$ cat src/rtl/lockq_pkg.sv
package lockq_pkg;

  typedef enum logic {
    ST_UNLOCKED = 1'b0,
    ST_LOCKED   = 1'b1
  } lock_state_e;

  // A run of 'cnt' samples already seen plus the current one reaches 'lim'.
  // A limit of zero behaves like one.
  function automatic logic run_reaches(input logic [31:0] cnt, input logic [31:0] lim);
    logic [32:0] next_len;
    next_len = {1'b0, cnt} + 33'd1;
    return next_len >= {1'b0, lim};
  endfunction

  // Saturating increment for a run counter of any width up to 32 bits.
  function automatic logic [31:0] sat_inc(input logic [31:0] cnt, input logic [31:0] top);
    return (cnt >= top) ? top : cnt + 32'd1;
  endfunction

  // Calibration verdict: only the reserved code means failure.
  function automatic logic code_is_fail(input logic [7:0] code, input logic [7:0] fail_code);
    return code == fail_code;
  endfunction

endpackage

$ cat src/rtl/lockq_sync.sv
module lockq_sync #(
  parameter int STAGES = 2
) (
  input  logic clk,
  input  logic rst_n,
  input  logic d_async,
  output logic q_sync
);

  logic [STAGES-1:0] chain;

  generate
    for (genvar i = 0; i < STAGES; i++) begin : g_stage
      if (i == 0) begin : g_first
        always_ff @(posedge clk or negedge rst_n) begin
          if (!rst_n) chain[0] <= 1'b0;
          else        chain[0] <= d_async;
        end
      end else begin : g_next
        always_ff @(posedge clk or negedge rst_n) begin
          if (!rst_n) chain[i] <= 1'b0;
          else        chain[i] <= chain[i-1];
        end
      end
    end
  endgenerate

  assign q_sync = chain[STAGES-1];

endmodule

$ cat src/rtl/lockq_wake_mask.sv
module lockq_wake_mask #(
  parameter int WAKE_W = 12
) (
  input  logic              clk,
  input  logic              rst_n,
  input  logic              wake_pulse,
  input  logic [WAKE_W-1:0] wake_len,
  output logic              masked
);

  logic [WAKE_W-1:0] remain_q;

  always_ff @(posedge clk or negedge rst_n) begin
    if (!rst_n)                  remain_q <= '0;
    else if (wake_pulse)         remain_q <= wake_len;
    else if (remain_q != '0)     remain_q <= remain_q - 1'b1;
  end

  assign masked = wake_pulse | (remain_q != '0);


  wake_opens_window_chk: assert property (@(posedge clk) disable iff (!rst_n)
    (wake_pulse && wake_len != '0) |=> masked);


  window_counts_down_chk: assert property (@(posedge clk) disable iff (!rst_n)
    (masked && !wake_pulse && remain_q != '0) |=> (remain_q == $past(remain_q) - 1'b1) || wake_pulse);

endmodule

$ cat src/rtl/lockq_run_ctr.sv
module lockq_run_ctr
  import lockq_pkg::*;
#(
  parameter int RUN_W = 8
) (
  input  logic             clk,
  input  logic             rst_n,
  input  logic             restart,
  input  logic             level,
  input  logic [RUN_W-1:0] limit,
  output logic             reached
);

  localparam logic [31:0] CNT_TOP = 32'((64'd1 << RUN_W) - 64'd1);

  logic [RUN_W-1:0] run_q;
  logic [31:0]      run_next;

  assign run_next = sat_inc(32'(run_q), CNT_TOP);

  always_ff @(posedge clk or negedge rst_n) begin
    if (!rst_n)                run_q <= '0;
    else if (restart || !level) run_q <= '0;
    else                        run_q <= run_next[RUN_W-1:0];
  end

  assign reached = level && !restart && run_reaches(32'(run_q), 32'(limit));


  run_restarts_chk: assert property (@(posedge clk) disable iff (!rst_n)
    (restart || !level) |=> (run_q == '0));

endmodule

$ cat src/rtl/lockq_lock_fsm.sv
module lockq_lock_fsm
  import lockq_pkg::*;
(
  input  logic clk,
  input  logic rst_n,
  input  logic det_s,
  input  logic masked,
  input  logic high_hit,
  input  logic low_hit,
  output logic lock_status,
  output logic lock_irq
);

  lock_state_e state_q;
  logic        det_prev_q;
  logic        rise;
  logic        gain;

  assign rise = det_s & ~det_prev_q;
  assign gain = !masked && det_s && (rise || high_hit);

  always_ff @(posedge clk or negedge rst_n) begin
    if (!rst_n) begin
      state_q    <= ST_UNLOCKED;
      lock_irq   <= 1'b0;
      det_prev_q <= 1'b0;
    end else begin
      det_prev_q <= det_s;
      lock_irq   <= 1'b0;
      if (masked) begin
        state_q <= ST_UNLOCKED;
      end else if (gain) begin
        state_q  <= ST_LOCKED;
        lock_irq <= (state_q == ST_UNLOCKED);
      end else if (low_hit) begin
        state_q <= ST_UNLOCKED;
      end
    end
  end

  assign lock_status = (state_q == ST_LOCKED);


  irq_single_cycle_chk: assert property (@(posedge clk) disable iff (!rst_n)
    lock_irq |=> !lock_irq);


  irq_on_gain_chk: assert property (@(posedge clk) disable iff (!rst_n)
    lock_irq |-> (lock_status && !$past(lock_status)));


  mask_quiet_chk: assert property (@(posedge clk) disable iff (!rst_n)
    masked |=> (!lock_status && !lock_irq));


  edge_locks_chk: assert property (@(posedge clk) disable iff (!rst_n)
    (rise && !masked) |=> lock_status);


  drop_needs_low_chk: assert property (@(posedge clk) disable iff (!rst_n)
    $fell(lock_status) |-> ($past(masked) || !$past(det_s)));

endmodule

$ cat src/rtl/lockq_cal_check.sv
module lockq_cal_check
  import lockq_pkg::*;
#(
  parameter int             CAL_W     = 8,
  parameter logic [CAL_W-1:0] FAIL_CODE = 8'h3F
) (
  input  logic             clk,
  input  logic             rst_n,
  input  logic             cal_valid,
  input  logic [CAL_W-1:0] cal_code,
  output logic             cal_fail
);

  always_ff @(posedge clk or negedge rst_n) begin
    if (!rst_n)         cal_fail <= 1'b0;
    else if (cal_valid) cal_fail <= code_is_fail(8'(cal_code), 8'(FAIL_CODE));
  end


  cal_hold_chk: assert property (@(posedge clk) disable iff (!rst_n)
    !cal_valid |=> $stable(cal_fail));


  cal_verdict_chk: assert property (@(posedge clk) disable iff (!rst_n)
    cal_valid |=> (cal_fail == ($past(cal_code) == FAIL_CODE)));

endmodule

$ cat src/rtl/pll_lock_qualifier.sv
module pll_lock_qualifier #(
  parameter int RUN_W       = 8,
  parameter int WAKE_W      = 12,
  parameter int CAL_W       = 8,
  parameter int SYNC_STAGES = 2
) (
  input  logic              clk,
  input  logic              rst_n,
  input  logic              det_raw,
  input  logic              wake_pulse,
  input  logic [RUN_W-1:0]  cfg_run_len,
  input  logic [WAKE_W-1:0] cfg_wake_len,
  input  logic              cal_valid,
  input  logic [CAL_W-1:0]  cal_code,
  output logic              lock_status,
  output logic              lock_irq,
  output logic              cal_fail
);

  localparam int N_RUNS = 2;   // index 0: high run, index 1: low run

  logic              det_s;
  logic              masked;
  logic [N_RUNS-1:0] run_hit;

  lockq_sync #(.STAGES(SYNC_STAGES)) u_sync (
    .clk     (clk),
    .rst_n   (rst_n),
    .d_async (det_raw),
    .q_sync  (det_s)
  );

  lockq_wake_mask #(.WAKE_W(WAKE_W)) u_mask (
    .clk        (clk),
    .rst_n      (rst_n),
    .wake_pulse (wake_pulse),
    .wake_len   (cfg_wake_len),
    .masked     (masked)
  );

  generate
    for (genvar g = 0; g < N_RUNS; g++) begin : g_run
      lockq_run_ctr #(.RUN_W(RUN_W)) u_run (
        .clk     (clk),
        .rst_n   (rst_n),
        .restart (masked),
        .level   ((g == 0) ? det_s : ~det_s),
        .limit   (cfg_run_len),
        .reached (run_hit[g])
      );
    end
  endgenerate

  lockq_lock_fsm u_fsm (
    .clk         (clk),
    .rst_n       (rst_n),
    .det_s       (det_s),
    .masked      (masked),
    .high_hit    (run_hit[0]),
    .low_hit     (run_hit[1]),
    .lock_status (lock_status),
    .lock_irq    (lock_irq)
  );

  lockq_cal_check #(.CAL_W(CAL_W), .FAIL_CODE(CAL_W'(8'h3F))) u_cal (
    .clk       (clk),
    .rst_n     (rst_n),
    .cal_valid (cal_valid),
    .cal_code  (cal_code),
    .cal_fail  (cal_fail)
  );


  reset_quiet_chk: assert property (@(posedge clk)
    $rose(rst_n) |-> (!lock_status && !lock_irq && !cal_fail));

endmodule

$ cat config.mk
export PLATFORM = sky130hd
export DESIGN_NAME = pll_lock_qualifier
export DESIGN_NICKNAME = d
export VERILOG_FILES = /design/src/rtl/lockq_pkg.sv /design/src/rtl/lockq_sync.sv /design/src/rtl/lockq_wake_mask.sv /design/src/rtl/lockq_run_ctr.sv /design/src/rtl/lockq_lock_fsm.sv /design/src/rtl/lockq_cal_check.sv /design/src/rtl/pll_lock_qualifier.sv
export SDC_FILE = /design/constraint.sdc
export NUM_CORES = 1
export LEC_CHECK = 0
export BUFFER_PORTS_ARGS = -buffer_cell sky130_fd_sc_hd__clkbuf_2
export CAP_MARGIN = 5
export CORE_UTILIZATION = 50
export DETAILED_ROUTE_END_ITERATION = 16
export GPL_ROUTABILITY_DRIVEN = 0
export PLACE_DENSITY = 0.72
export SYNTH_ARGS = -nofsm -noshare
export SYNTH_HDL_FRONTEND = slang
export SYNTH_SLANG_ARGS = --single-unit
export TNS_END_PERCENT = 5
$ cat constraint.sdc
create_clock -name clk -period 3.5 [get_ports clk]
set_clock_uncertainty 0.1 [all_clocks]
set_input_delay 0.175 -clock clk [delete_from_list [all_inputs] [get_ports clk]]
set_output_delay 0.175 -clock clk [all_outputs]
set_load 0.005 [all_outputs]
### Yosys cells after proc, flatten, opt, wreduce, memory -nomap -nowiden

Index checks and enable logic that the tools add are counted.

| storage, ports and cells | value |
|---|---|
| flip-flop bits (word level) | 34 |

| cells by class | value |
|---|---|
| add/subtract/negate cells | 5 |
| multiplexer cells | 11 |
| bitwise operators | 5 |
| reductions and logical operators | 13 |
| equality and inequality tests | 1 |
| magnitude comparators | 4 |

Operators by type and width:

| kind | number |
|---|---|
| 33-bit by 8-bit >= comparator with 1-bit output | 2 |
| 8-bit 2-to-1 mux | 4 |
| 12-bit 2-to-1 mux | 2 |
| 8-bit by 1-bit adder with 9-bit output, second input constant | 2 |
| 8-bit by 1-bit adder with 8-bit output, second input constant | 2 |
| 8-bit >= comparator, second input constant | 2 |
| 12-bit nonzero test | 1 |
| 12-bit by 1-bit subtractor with 12-bit output, second input constant | 1 |
| 8-bit by 6-bit equality test with 1-bit output, second input constant | 1 |
| 1-bit logical AND | 5 |
| 1-bit 2-to-1 mux | 5 |
| 1-bit logical OR | 3 |
| 1-bit NOT | 3 |
| 3-bit nonzero test | 1 |
| 1-bit zero test | 2 |
| 2-bit nonzero test | 1 |
| 1-bit bitwise AND | 1 |
| 1-bit OR | 1 |

### Depth between registers and ports, before layout

Gate-level depths: netlist of the first run.

| logic depth | value |
|---|---|
| depth in word-level cells | 9 |
| gate-level depth with buffers | 11 |
| gate-level depth less buffers | 11 |

### Hierarchy

From an unflattened synthesis of the first run, not the netlist that was laid out.

| unflattened totals | value |
|---|---|
| cells, all modules | 243 |
| area total of the unflattened synthesis | 2302.2 um2 |

By module, submodules not included:

| module | instances | area each (um2) | cells an instance |
|---|---|---|---|
| lockq_run_ctr | 2 | 661.9 | 75 |
| lockq_wake_mask | 1 | 754.5 | 76 |
| lockq_lock_fsm | 1 | 105.1 | 8 |
| lockq_cal_check | 1 | 65.1 | 6 |
| lockq_sync | 1 | 50.0 | 2 |
| pll_lock_qualifier | 1 | 3.8 | 1 |

### Least setup slack after synthesis of the first run

OpenSTA, ideal clock, no wires.

| timing | value |
|---|---|
| path type | register -> register |
| from | reg g_run[1].u_run.run_q[0] |
| to | reg u_fsm.state_q, in the netlist u_fsm.lock_status |
| path buffers | 0 |
| cell stages (with the launch flop) | 12 |
| library setup time | 82 ps |
| path slack | 1441 ps |
| data arrival time | 1876 ps |
| cell sequence | dfrtp_1 ha_1 nand3_1 nor2_1 xnor2_1 inv_1 ha_1 o21ai_0 nor2_1 a21oi_1 a31oi_1 o22ai_1 |

| between the ends | value |
|---|---|
| cells in the longest elaborated chain, start to end | 4 |

Ends and longest elaborated chain:

| element | RTL line | RTL |
|---|---|---|
| start, declared | lockq_run_ctr.sv:16 | `logic [RUN_W-1:0] run_q;` |
| start signal, assigned | lockq_run_ctr.sv:24 | `else run_q <= run_next[RUN_W-1:0];` |
| 8-bit by 1-bit adder with 9-bit output | lockq_pkg.sv:12 | `next_len = {1'b0, cnt} + 33'd1;` |
| 33-bit by 8-bit >= comparator with 1-bit output | lockq_pkg.sv:13 | `return next_len >= {1'b0, lim};` |
| 1-bit logical AND | lockq_run_ctr.sv:27 | `assign reached = level && !restart && run_reaches(32'(run_q), 32'(limit));` |
| 3-bit nonzero test (no source line) | - |  |
| end signal, assigned | lockq_lock_fsm.sv:24 | `state_q <= ST_UNLOCKED;` |
| end signal, assigned | lockq_lock_fsm.sv:31 | `state_q <= ST_UNLOCKED;` |
| end signal, assigned | lockq_lock_fsm.sv:33 | `state_q <= ST_LOCKED;` |
| end, declared | lockq_lock_fsm.sv:14 | `lock_state_e state_q;` |

No other way between the ends.
A chain may end at the register's enable or synchronous reset.

### Worst setup path after layout of the first run

| timing | value |
|---|---|
| from | reg u_mask.remain_q[0] |
| to | reg g_run[1].u_run.run_q[2] |

| between the ends | value |
|---|---|
| cells in the longest elaborated chain, start to end | 4 |

Ends and longest elaborated chain:

| element | RTL line | RTL |
|---|---|---|
| start, declared | lockq_wake_mask.sv:11 | `logic [WAKE_W-1:0] remain_q;` |
| start signal, assigned | lockq_wake_mask.sv:15 | `else if (wake_pulse) remain_q <= wake_len;` |
| start signal, assigned | lockq_wake_mask.sv:16 | `else if (remain_q != '0) remain_q <= remain_q - 1'b1;` |
| 12-bit nonzero test | lockq_wake_mask.sv:19 | `assign masked = wake_pulse \| (remain_q != '0);` |
| 1-bit OR | lockq_wake_mask.sv:19 |  |
| 1-bit logical OR | lockq_run_ctr.sv:23 | `else if (restart \|\| !level) run_q <= '0;` |
| 8-bit 2-to-1 mux | lockq_run_ctr.sv:23 |  |

No other way between the ends.

==> flow_summary.toml, run 1 <==
[worst_setup_path]
max_stage_delay_ns = 0.45
critical_path_class = "flip-flop to flip-flop"
critical_path_required_ns = 3.60
timing.critical_path.to_type = "flip-flop"
path_buf_inv = 1
start_kind = "flip-flop"
cp_cell_sequence = "inv_1, ha_1, nor3b_2, nand2_2, nor3_4, nand2b_1, a21oi_1"
worst-path-max-fanout = 12
critical_path.top_delay_family = "simple AND/OR/NAND/NOR gates"
worst-endpoint-arrival_ns = 2.50
critical_path.slowest_cell = "sky130_fd_sc_hd__nor3_4"

[sta]
setup-violations-final = 0
hold_viol_final = 0
max_freq_mhz = 417
final_period_minus_worst_setup_slack_ns = 2.40
fin_tns_setup_ns = 0
max_slew.worst_pin.slew_ns = 0.815
min_period_over_period_pct = 68.6
maxSlewHeadroom_pct = 45.7
maxSlewViolCount = 0
rsz0062_at_grt = "no"

[synthesis]
synthesis.nets = 271
netlist.area_leader.share_pct = 41.0
synth-edff-count = 0
synthCells = 219
synth_async_sr_flop_share_pct = 100
yosysWarnings = 0
synthMostInstantiatedCell = "sky130_fd_sc_hd__dfrtp_1"
synth_sequential_area_ratio_pct = 41.0
synthFlopType = "sky130_fd_sc_hd__dfrtp_1"
synth_seq_cells = 34
mappedNetlistArea_um2 = 2080
synth.distinct_cells = 37
synth.avg_cell_area_um2 = 9.48
synth_top_area_cell = "sky130_fd_sc_hd__dfrtp_1"
post_synth_most_frequent_cells = "sky130_fd_sc_hd__dfrtp_1, sky130_fd_sc_hd__a21oi_1, sky130_fd_sc_hd__inv_1"
yosys-top-cells-area = "sky130_fd_sc_hd__dfrtp_1, sky130_fd_sc_hd__ha_1, sky130_fd_sc_hd__a21oi_1"

[pwr]
fin_total_pwr_mw = 0.898
vdd_ir_drop_max_mv = 0.302
power.density_cell_area_nw_per_um2 = 366
standby_leakage_power_nw = 1.26

[floorplan]
core_area_um2 = 4000
fp.dieH_um = 66.4
die_area_um2 = 4410
initial_core_util_pct = 51.9
io-pin-count = 36
floorplan.die.width_um = 66.4
floorplan.rows = 23

[clocking]
clkSlewWorstSetupHoldPaths_ns = 0.07
clock_tree_from_tritoncts = "yes"
clock_path_buffers = 2
cts.repair_timing.setup_buffer_count = 0
clk_root_buffer_cell = "sky130_fd_sc_hd__clkbuf_8"
clock_latency_ns = 0.29
h-tree-depth = 2
cts_inserted_buffers = 5
clock-sinks = 34

[route]
drt_wl_total_um = 3830
detailedRoute.firstIterationViolations = 31
route.detailed.vias_per_inst = 5.05
met1_length_um = 1750
antenna_violating_nets_post_route = 0
route.detailed.drc = 0
wl_met2_um = 1900
firstDrtPassIters = 4
top_routing_layer_in_use = "met4"
routedWlPerCell_um = 12.2
routed-via-count = 1581
met3_length_um = 114

[global_routing]
wire_length_of_the_first_global_routing_pass_um = 6490
global_route.overflow_total = 0
first_global_vias = 1467
antenna_violations_before_repair = 0
grt_start_max_net_pins = 35
track_usage_pct = 19.9

[final_layout]
layout.filler_cells = 350
number_of_nets_in_the_finished_design = 314
final_layout_size_suffix_gt1_share_pct = 20.9
layout-area-overhead-vs-synth_pct = 18.0
antenna_cells = 0

[place]
hpwlAfterDp_um = 2880
port_buffers = 35

[hold_path]
hold_path_class = "input pin to flip-flop"

[run_status]
outcome = "complete, no violations"

[flow_run]
maxCapViolCount = 0
[kinds of logic (layout without fill, tap and decap cells)]
| kind of cell | after synthesis | after routing | synth area share (%) |
|---|---|---|---|
| AO/OA/AOI/OAI | 45 | 45 | 12.2 |
| XOR/XNOR | 18 | 18 | 7.59 |
| adder cells (fa/ha/maj) | 19 | 19 | 11.5 |
| buffers and inverters | 29 | 73 | 5.61 |
| flip-flops | 34 | 34 | 41.0 |
| multiplexers | 5 | 5 | 2.47 |
| AND/OR/NAND/NOR | 69 | 69 | 19.7 |
[path summary, 6_finish.rpt]
| check | start | end | slack (ns) | cells after the start |
|---|---|---|---|---|
| min in group asynchronous | rst_n | g_run[0].u_run.run_q[6]$_DFF_PN0_ | 0.41 | 2 |
| min | cfg_wake_len[10] | u_mask.remain_q[10]$_DFFE_PN0P_ | 0.01 | 3 |
| max reg2reg | u_mask.remain_q[0]$_DFFE_PN0P_ | g_run[1].u_run.run_q[2]$_DFF_PN0_ | 1.10 | 7 |
| max | u_mask.remain_q[0]$_DFFE_PN0P_ | g_run[1].u_run.run_q[2]$_DFF_PN0_ | 1.10 | 7 |
| max in group asynchronous | rst_n | g_run[1].u_run.run_q[1]$_DFF_PN0_ | 2.38 | 2 |
| min reg2reg | u_sync.chain[0]$_DFF_PN0_ | u_sync.q_sync$_DFF_PN0_ | 0.25 | 0 |
[area by class of cell]
type                            count  area, um^2  area share, %
Tap cell                           50        62.6           2.55
Sequential cell                    34         851           34.7
Clock buffer                        5        68.8           2.81
Timing Repair Buffer               40         225           9.19
Inverter                           25        93.8           3.83
Multi-Input combinational cell    156        1110           45.3
Clock inverter                      3        40.0           1.63
[worst reg2reg max path: stages (launching register included)]
cell and delay (ns):
sky130_fd_sc_hd__dfrtp_1 0.42, sky130_fd_sc_hd__inv_1 0.13, sky130_fd_sc_hd__ha_1 0.20, sky130_fd_sc_hd__nor3b_2 0.32, sky130_fd_sc_hd__nand2_2 0.15, sky130_fd_sc_hd__nor3_4 0.45
sky130_fd_sc_hd__nand2b_1 0.31, sky130_fd_sc_hd__a21oi_1 0.23
[sequential cells by signal, summed over array words and instances (netlist names)]
| register | flops |
|---|---|
| u_fsm.det_prev_q | 1 |
| u_sync.chain | 1 |
| u_cal.cal_fail | 1 |
| g_run.u_run.run_q | 16 |
| u_mask.remain_q | 12 |
| u_sync.q_sync | 1 |
| u_fsm.lock_irq | 1 |
| u_fsm.lock_status | 1 |
[per-layer routing]
metal / GRT usage, % / vias to the layer above
met5: 0 / -
met4: 7.98 / 0
met3: 4.31 / 7
met2: 32.3 / 27
met1: 25.7 / 709
li1: - / 838
[stage by stage]
step | utilization (%) | std cells | cell area, um^2 | hold WS (ns) | setup slack [ns]
2_1_floorplan | - | 219 | 2080 | -0.221 | 1.44
3_3_place_gp | 57.3 | 300 | 2290 | 0.184 | 1.24
3_5_place_dp | 57.3 | 300 | 2290 | 0.194 | 1.18
4_1_cts | 61.2 | 313 | 2450 | 0.0140 | 1.07
5_1_grt | 61.2 | 313 | 2450 | 0.0370 | 0.902
6_report | 61.2 | 313 | 2450 | 0.0112 | 1.10
[power breakdown]
group	leakage [nW]	internal [mW]	switching [mW]
Sequential	0.442	0.411	0.0271
Combinational	0.761	0.0543	0.0535
Clock	0.0579	0.209	0.142
[cells in the final DEF, fill, tap and decap left out, types with 4 or more instances in the layout]
master,Yosys,final
sky130_fd_sc_hd__inv_1,25,25
sky130_fd_sc_hd__and3_1,5,5
sky130_fd_sc_hd__ha_1,19,19
sky130_fd_sc_hd__nand2_1,13,13
sky130_fd_sc_hd__dlygate4sd3_1,0,5
sky130_fd_sc_hd__nand3_1,10,10
sky130_fd_sc_hd__clkbuf_8,0,5
sky130_fd_sc_hd__mux2i_1,4,4
sky130_fd_sc_hd__nor2_1,18,18
sky130_fd_sc_hd__a21oi_1,29,29
sky130_fd_sc_hd__clkbuf_2,0,35
sky130_fd_sc_hd__xnor2_1,13,13
sky130_fd_sc_hd__o21ai_0,7,7
sky130_fd_sc_hd__nor2b_1,4,4
sky130_fd_sc_hd__dfrtp_1,34,34
sky130_fd_sc_hd__xor2_1,5,5
[timing repair]
action,in CTS,in global routing
hold buffers,5,0
gates resized for setup,0,0
endpoints found under the hold margin,38,0
setup endpoints to repair,0,0
(Power assumes the default switching activity.)
==> run 2: changes to the inputs <==
--- a/config.mk
+++ b/config.mk
@@ -5,12 +5,13 @@
 export SDC_FILE = /design/constraint.sdc
 export NUM_CORES = 1
 export LEC_CHECK = 0
+export ABC_AREA = 1
 export BUFFER_PORTS_ARGS = -buffer_cell sky130_fd_sc_hd__clkbuf_2
 export CAP_MARGIN = 5
 export CORE_UTILIZATION = 50
 export DETAILED_ROUTE_END_ITERATION = 16
 export GPL_ROUTABILITY_DRIVEN = 0
-export PLACE_DENSITY = 0.72
+export PLACE_DENSITY = 0.74
 export SYNTH_ARGS = -nofsm -noshare
 export SYNTH_HDL_FRONTEND = slang
 export SYNTH_SLANG_ARGS = --single-unit
==> constraint.sdc (replaced) <==
create_clock -name clk -period 2.1 [get_ports clk]
set_clock_uncertainty 0.1 [all_clocks]
set_input_delay 0.105 -clock clk [delete_from_list [all_inputs] [get_ports clk]]
set_output_delay 0.105 -clock clk [all_outputs]
set_load 0.005 [all_outputs]
==> run 2 against run 1 <==
- the flow now finishes with violations (setup timing)
- fmax is 8.7% higher
- total power is 56% higher
- synthesized cell count is 32% higher
- clock power is 45% higher
- design area is 19% higher
- setup slack worse by 1.2 ns
- combinational power is 74% higher
- critical path type unchanged
- largest cell class unchanged
==> flow_summary.toml, run 2 <==
[route]
antenna_violating_nets_post_route = 0
drt_wl_total_um = 4790
route.detailed.vias_per_inst = 4.96
route.detailed.drc = 0
firstDrtPassIters = 4
routedWlPerCell_um = 11.8
routed-via-count = 2008
detailedRoute.firstIterationViolations = 49

[hold_path]
worst_hold_startpoint = "cfg_wake_len[9]"
worstHoldEndpoint = "u_mask.remain_q[9]$_DFFE_PN0P_"
hold_path_class = "input pin to flip-flop"
hold_depth = 3

[floorplan]
core_area_um2 = 4410
fp.dieH_um = 70.1
floorplan.rows = 24
initial_core_util_pct = 52.5
die_area_um2 = 4910
floorplan.die.width_um = 70.1
io-pin-count = 36

[final_layout]
post-route-util_pct = 66.2
stdcell_count = 405
reg.largest.list = "g_run.u_run.run_q: 16 flops, u_mask.remain_q: 12 flops"
number_of_nets_in_the_finished_design = 404
final_common_cell = "sky130_fd_sc_hd__nand2_1"
largest_reg_flops = 16
antenna_cells = 0
layout_common_cells = "sky130_fd_sc_hd__nand2_1, sky130_fd_sc_hd__inv_1, sky130_fd_sc_hd__clkbuf_2"
layout-area-overhead-vs-synth_pct = 26.0
final_layout_size_suffix_gt1_share_pct = 29.2
largest-register = "g_run.u_run.run_q"
layout.filler_cells = 380

[synthesis]
synth_sequential_area_ratio_pct = 36.7
synthesis.nets = 340
mappedNetlistArea_um2 = 2320
netlist.area_leader.share_pct = 36.7
synth_async_sr_flop_share_pct = 100
synthMostInstantiatedCell = "sky130_fd_sc_hd__nand2_1"
synth.distinct_cells = 36
post_synth_most_frequent_cells = "sky130_fd_sc_hd__nand2_1, sky130_fd_sc_hd__inv_1, sky130_fd_sc_hd__dfrtp_1"
yosysWarnings = 0
synth-edff-count = 0
synth.avg_cell_area_um2 = 8.05
synth_top_area_cell = "sky130_fd_sc_hd__dfrtp_1"
yosys-top-cells-area = "sky130_fd_sc_hd__dfrtp_1, sky130_fd_sc_hd__ha_1, sky130_fd_sc_hd__nand2_1"
synthCells = 288
synthFlopType = "sky130_fd_sc_hd__dfrtp_1"
synth_seq_cells = 34

[global_routing]
grt_start_max_net_pins = 35
first_global_vias = 1935
antenna_violations_before_repair = 0
wire_length_of_the_first_global_routing_pass_um = 8160
track_usage_pct = 21.1
global_route.overflow_total = 0

[clocking]
clock_tree_from_tritoncts = "yes"
clk_root_buffer_cell = "sky130_fd_sc_hd__clkbuf_8"
clock_latency_ns = 0.29
clock-sinks = 34
h-tree-depth = 2
cts_inserted_buffers = 5
clock_path_buffers = 2
clkSlewWorstSetupHoldPaths_ns = 0.07

[run_status]
violations = "setup timing"
outcome = "complete, but fails checks"

[sta]
postLayoutSetupSlackWorst_ns = -0.109
maxSlewHeadroom_pct = 43.7
fin_tns_setup_ns = -0.109
rsz0062_at_grt = "yes"
maxSlewViolCount = 0
max_freq_mhz = 453
setup-violations-final = 1
max_slew.worst_pin.slew_ns = 0.844
hold_viol_final = 0
final_period_minus_worst_setup_slack_ns = 2.21
min_period_over_period_pct = 105

[flow_run]
maxCapViolCount = 0

[pwr]
power.clock.fraction_pct = 36.2
p_sw_share_pct = 26.7
seqPwrFrac_pct = 50.4
standby_leakage_power_nw = 1.59
total_switching_power_mw = 0.374
comb_power_share_pct = 13.4
power.density_cell_area_nw_per_um2 = 481
power_report.internal_total_mw = 1.03
fin_total_pwr_mw = 1.40
vdd_ir_drop_max_mv = 0.328

[worst_setup_path]
critical_path_class = "flip-flop to flip-flop"
worst-path-max-fanout = 3
rrSetupSlack_ns = -0.11
worst-endpoint-arrival_ns = 2.30
timing.critical_path.to_type = "flip-flop"
crit-reg2reg-launch = "g_run[1].u_run.run_q[0]$_DFF_PN0_"
start_kind = "flip-flop"
critical_path_required_ns = 2.19
timing.rr.end = "u_fsm.lock_status$_DFFE_PN0P_"
timing.reg2reg.worst_path_depth = 15

[place]
place.detailed.instances = 384
hpwlAfterDp_um = 3490
dp_slack_ns = -0.0906
port_buffers = 35
## run 2: changes by cell type after synthesis, sizes merged, moves of 4 or more
| cell | delta |
|---|---|
| nor2 | +22 |
| a21oi | -13 |
| inv | +29 |
| nor2b | -4 |
| mux2i | -4 |
| xnor2 | -10 |
| o211ai | +5 |
| nand3 | +6 |
| nand2 | +44 |
| nand4 | +6 |
## run 2: critical path, cell delays in order (launching register included)
cell and delay (ns):
sky130_fd_sc_hd__dfrtp_1 0.35, sky130_fd_sc_hd__buf_4 0.11, sky130_fd_sc_hd__and3_4 0.21, sky130_fd_sc_hd__nand4_1 0.14, sky130_fd_sc_hd__nor2_1 0.13, sky130_fd_sc_hd__nand2_1 0.06, sky130_fd_sc_hd__nand2_2 0.09, sky130_fd_sc_hd__inv_2 0.05
sky130_fd_sc_hd__ha_4 0.27, sky130_fd_sc_hd__nand4_1 0.12, sky130_fd_sc_hd__nor3_2 0.17, sky130_fd_sc_hd__nand2_1 0.08, sky130_fd_sc_hd__nand3_2 0.07, sky130_fd_sc_hd__nand2_1 0.04, sky130_fd_sc_hd__nand2_1 0.06, sky130_fd_sc_hd__nand2_1 0.04
## run 2: power by group through the flow
| stage | logic [mW] | clock network (mW) | registers, mW |
|---|---|---|---|
| floorplan | 0.109 | 0 | 0.713 |
| global placement | 0.167 | 0 | 0.717 |
| detailed placement | 0.172 | 0 | 0.718 |
| CTS | 0.185 | 0.521 | 0.707 |
| global route | 0.217 | 0.550 | 0.710 |
| finish | 0.188 | 0.509 | 0.707 |
## run 2: how the worst max path moves through the flow
stage	from	endpoint	slack [ns]	cells past startpoint
2_1_floorplan	g_run[1].u_run.run_q[0]$_DFF_PN0_	u_fsm.lock_status$_DFFE_PN0P_	0.006	14
3_3_place_gp	g_run[1].u_run.run_q[0]$_DFF_PN0_	u_fsm.lock_status$_DFFE_PN0P_	-0.11	14
3_5_place_dp	g_run[1].u_run.run_q[0]$_DFF_PN0_	u_fsm.lock_status$_DFFE_PN0P_	-0.09	14
4_1_cts	g_run[1].u_run.run_q[1]$_DFF_PN0_	u_fsm.lock_status$_DFFE_PN0P_	-0.06	14
5_1_grt	g_run[1].u_run.run_q[0]$_DFF_PN0_	u_fsm.lock_status$_DFFE_PN0P_	-0.27	15
6_report	g_run[1].u_run.run_q[0]$_DFF_PN0_	u_fsm.lock_status$_DFFE_PN0P_	-0.11	15
## run 2: routing by layer
layer,GRT usage [%],vias to the layer above,wire (um)
met2,36.8,46,2440
met3,4.33,9,203
met1,26.1,903,2060
met4,6.67,0,86
met5,0,-,0
li1,-,1050,-
## run 2: kinds of logic (layout without fill, tap and decap cells)
logic type      count (synthesis)  count (layout)  share of synthesized area [%]
fa+ha+maj                      19              19                           10.3
flops                          34              34                           36.7
simple gates                  128             128                           28.1
buf+inv                        58             123                           9.82
xor+xnor                       10              10                           3.78
compound gates                 39              39                           11.3
## run 2: per-stage QoR
| step | cell area [um^2] | hold WS [ns] |
|---|---|---|
| after global placement | 2640 | 0.114 |
| after global routing | 2920 | 0.00973 |
| after detailed placement | 2640 | 0.116 |
| final | 2920 | 0.00921 |
| after CTS | 2850 | 0.00121 |
| after floorplan | 2330 | -0.291 |
## run 2: area by class of cell
type / count / area, um^2 / area share [%]
Tap cell: 52 / 65.1 / 2.23
Sequential cell: 34 / 851 / 29.1
Multi-Input combinational cell: 196 / 1320 / 45.1
Clock inverter: 1 / 5.00 / 0.171
Timing Repair Buffer: 58 / 373 / 12.8
Inverter: 57 / 223 / 7.63
Clock buffer: 7 / 86.3 / 2.96
## run 2: what timing repair did
action / in CTS / in global routing
gates resized for setup: 3 / 13
hold buffers: 10 / 0
buffers inserted: 2 / 1
hold endpoints to repair: 42 / 0
pin swaps: 6 / 12
setup endpoints to repair: 2 / 2
==> run 3: changes to the inputs <==
--- a/config.mk
+++ b/config.mk
@@ -11,7 +11,7 @@
 export CORE_UTILIZATION = 50
 export DETAILED_ROUTE_END_ITERATION = 16
 export GPL_ROUTABILITY_DRIVEN = 0
-export PLACE_DENSITY = 0.74
+export PLACE_DENSITY = 0.72
 export SYNTH_ARGS = -nofsm -noshare
 export SYNTH_HDL_FRONTEND = slang
 export SYNTH_SLANG_ARGS = --single-unit
==> constraint.sdc (replaced) <==
create_clock -name clk -period 2.55 [get_ports clk]
set_clock_uncertainty 0.1 [all_clocks]
set_input_delay 0.1275 -clock clk [delete_from_list [all_inputs] [get_ports clk]]
set_output_delay 0.1275 -clock clk [all_outputs]
set_load 0.005 [all_outputs]
==> run 3 against run 2 <==
- the flow now finishes without violations
- fmax fell by 3.9%
- register-to-register slack improved by 0.36 ns
- die area did not move
- global-route usage fell by 0.37 points
- setup slack improved by 0.36 ns
- first-iteration DRC count rose by 130%
- cell count fell by 3.7%
- critical endpoint unchanged
- largest power group unchanged
==> flow_summary.toml, run 3 (synthesis results as in run 2) <==
[sta]
fin_tns_setup_ns = 0
rsz0062_at_grt = "no"
final_period_minus_worst_setup_slack_ns = 2.30
min_period_over_period_pct = 90.2
maxSlewHeadroom_pct = 43.7
smallest_hold_slack_ns = 0.0190
max_freq_mhz = 435
setup-violations-final = 0
hold_viol_final = 0
maxSlewViolCount = 0
max_slew.worst_pin.slew_ns = 0.845

[final_layout]
antenna_cells = 0
final_layout_size_suffix_gt1_share_pct = 21.9
largest_reg_flops = 16
reg.largest.list = "g_run.u_run.run_q: 16 flops, u_mask.remain_q: 12 flops"
postLayoutCellArea_um2 = 2720
final_common_cell = "sky130_fd_sc_hd__nand2_1"
number_of_nets_in_the_finished_design = 390
layout_common_cells = "sky130_fd_sc_hd__nand2_1, sky130_fd_sc_hd__inv_1, sky130_fd_sc_hd__clkbuf_2"
layout-area-overhead-vs-synth_pct = 17.4
post-route-util_pct = 61.7
largest-register = "g_run.u_run.run_q"

[clocking]
clock_latency_ns = 0.29
h-tree-depth = 2
cts_inserted_buffers = 5
clock_path_buffers = 2
clk_root_buffer_cell = "sky130_fd_sc_hd__clkbuf_8"
cts-resized-gates = 0
clkSlewWorstSetupHoldPaths_ns = 0.07
clock-sinks = 34
clock_tree_from_tritoncts = "yes"

[floorplan]
core_area_um2 = 4410
floorplan.die.width_um = 70.1
fp.dieH_um = 70.1
initial_core_util_pct = 52.5
die_area_um2 = 4910
floorplan.rows = 24
io-pin-count = 36

[run_status]
outcome = "complete, no violations"

[pwr]
fin_total_pwr_mw = 1.11
seqPwrFrac_pct = 52.6
total_switching_power_mw = 0.297
vdd_ir_drop_max_mv = 0.274
comb_power_share_pct = 13.5
power.clock.fraction_pct = 33.9
power.density_cell_area_nw_per_um2 = 407
power_report.internal_total_mw = 0.811
p_sw_share_pct = 26.8
standby_leakage_power_nw = 1.50

[global_routing]
antenna_violations_before_repair = 0
grt_start_max_net_pins = 35
first_global_vias = 1941
wire_length_of_the_first_global_routing_pass_um = 7950
global_route.overflow_total = 0
track_usage_pct = 20.7

[route]
routed-via-count = 1912
met1_length_um = 2020
top_routing_layer_in_use = "met4"
met3_length_um = 130
routedWlPerCell_um = 11.3
wl_met2_um = 2190
antenna_violating_nets_post_route = 0
drt_wl_total_um = 4420
firstDrtPassIters = 4
route.detailed.drc = 0
route.detailed.vias_per_inst = 4.90
detailedRoute.firstIterationViolations = 112

[worst_setup_path]
worst-path-max-fanout = 4
critPathMostFrequentCell = "sky130_fd_sc_hd__nand2_1"
timing.critical_path.to_type = "flip-flop"
path_buf_inv = 1
critical_path.top_delay_family = "simple AND/OR/NAND/NOR gates"
worst-endpoint-arrival_ns = 2.39
cp_cell_sequence = "ha_1, nand2_1, nor2_4, xor2_1, inv_1, ha_1, nand2_1, a21oi_1, nor2_1, nor2_1, nor2_1, nand3_1, nand2_1, nand2_1, nand2_1"
max_stage_delay_ns = 0.41
critical_path_class = "flip-flop to flip-flop"
critical_path.slowest_cell = "sky130_fd_sc_hd__dfrtp_1"
start_kind = "flip-flop"
critical_path_required_ns = 2.64

[place]
hpwlAfterDp_um = 3450
placed_cell_area_um2 = 2550
port_buffers = 35

[hold_path]
hold_path_class = "input pin to flip-flop"

[flow_run]
maxCapViolCount = 0
run 3: cell count changes in the layout (fill, tap and decap cells not counted), sizes merged:
cell / before / now
clkbuf: 42 / 40
clkinv: 4 / 5
buf: 13 / 0
dlygate4sd3: 10 / 9
run 3: final cells by class:
class | instances | area (um^2)
clock buffers | 5 | 68.8
clock inverters | 2 | 10.0
fillers | 397 | 1690
inverters | 57 | 223
multi-input cells | 196 | 1240
flip-flops and latches | 34 | 851
well taps | 52 | 65.1
repair buffers | 44 | 265
run 3: routing by layer:
layer  global-route usage (%)  vias to the layer above
met5                        0                        -
met4                     8.22                        0
met3                     4.47                        7
met2                     36.2                       34
met1                     24.7                      854
li1                         -                     1017
run 3: what timing repair did:
item,CTS,global route
hold buffers,9,0
buffers inserted,0,0
hold endpoints to repair,41,0
run 3: through the flow:
step                instances  worst slack (ns)
floorplan                 288             0.448
global placement          374             0.316
detailed placement        374             0.239
CTS                       390             0.239
global route              390            0.0543
finish                    390             0.251
run 3: worst paths after layout:
check                                                        from                              to  slack, ns  depth (start not counted)
worst max register to register  g_run[1].u_run.run_q[0]$_DFF_PN0_   u_fsm.lock_status$_DFFE_PN0P_       0.25                         15
max in group asynchronous                                   rst_n       u_sync.chain[0]$_DFF_PN0_       1.43                          2
min in group asynchronous                                   rst_n  u_mask.remain_q[9]$_DFFE_PN0P_       0.38                          2
worst min-delay path                              cfg_wake_len[9]  u_mask.remain_q[9]$_DFFE_PN0P_       0.02                          3
worst max-delay path            g_run[1].u_run.run_q[0]$_DFF_PN0_   u_fsm.lock_status$_DFFE_PN0P_       0.25                         15
worst min register to register          u_sync.chain[0]$_DFF_PN0_         u_sync.q_sync$_DFF_PN0_       0.25                          0
run 3: power groups by stage:
stage / registers, mW / logic [mW] / clock network, mW
after floorplan: 0.588 / 0.0894 / 0
after global placement: 0.591 / 0.139 / 0
after detailed placement: 0.592 / 0.141 / 0
after CTS: 0.582 / 0.151 / 0.395
after global routing: 0.585 / 0.174 / 0.410
final: 0.582 / 0.150 / 0.376
run 3: tightest hold or removal path, stage by stage:
cell and delay [ns]:
sky130_fd_sc_hd__clkbuf_2 0.07, sky130_fd_sc_hd__o21ai_0 0.06, sky130_fd_sc_hd__a21oi_1 0.11
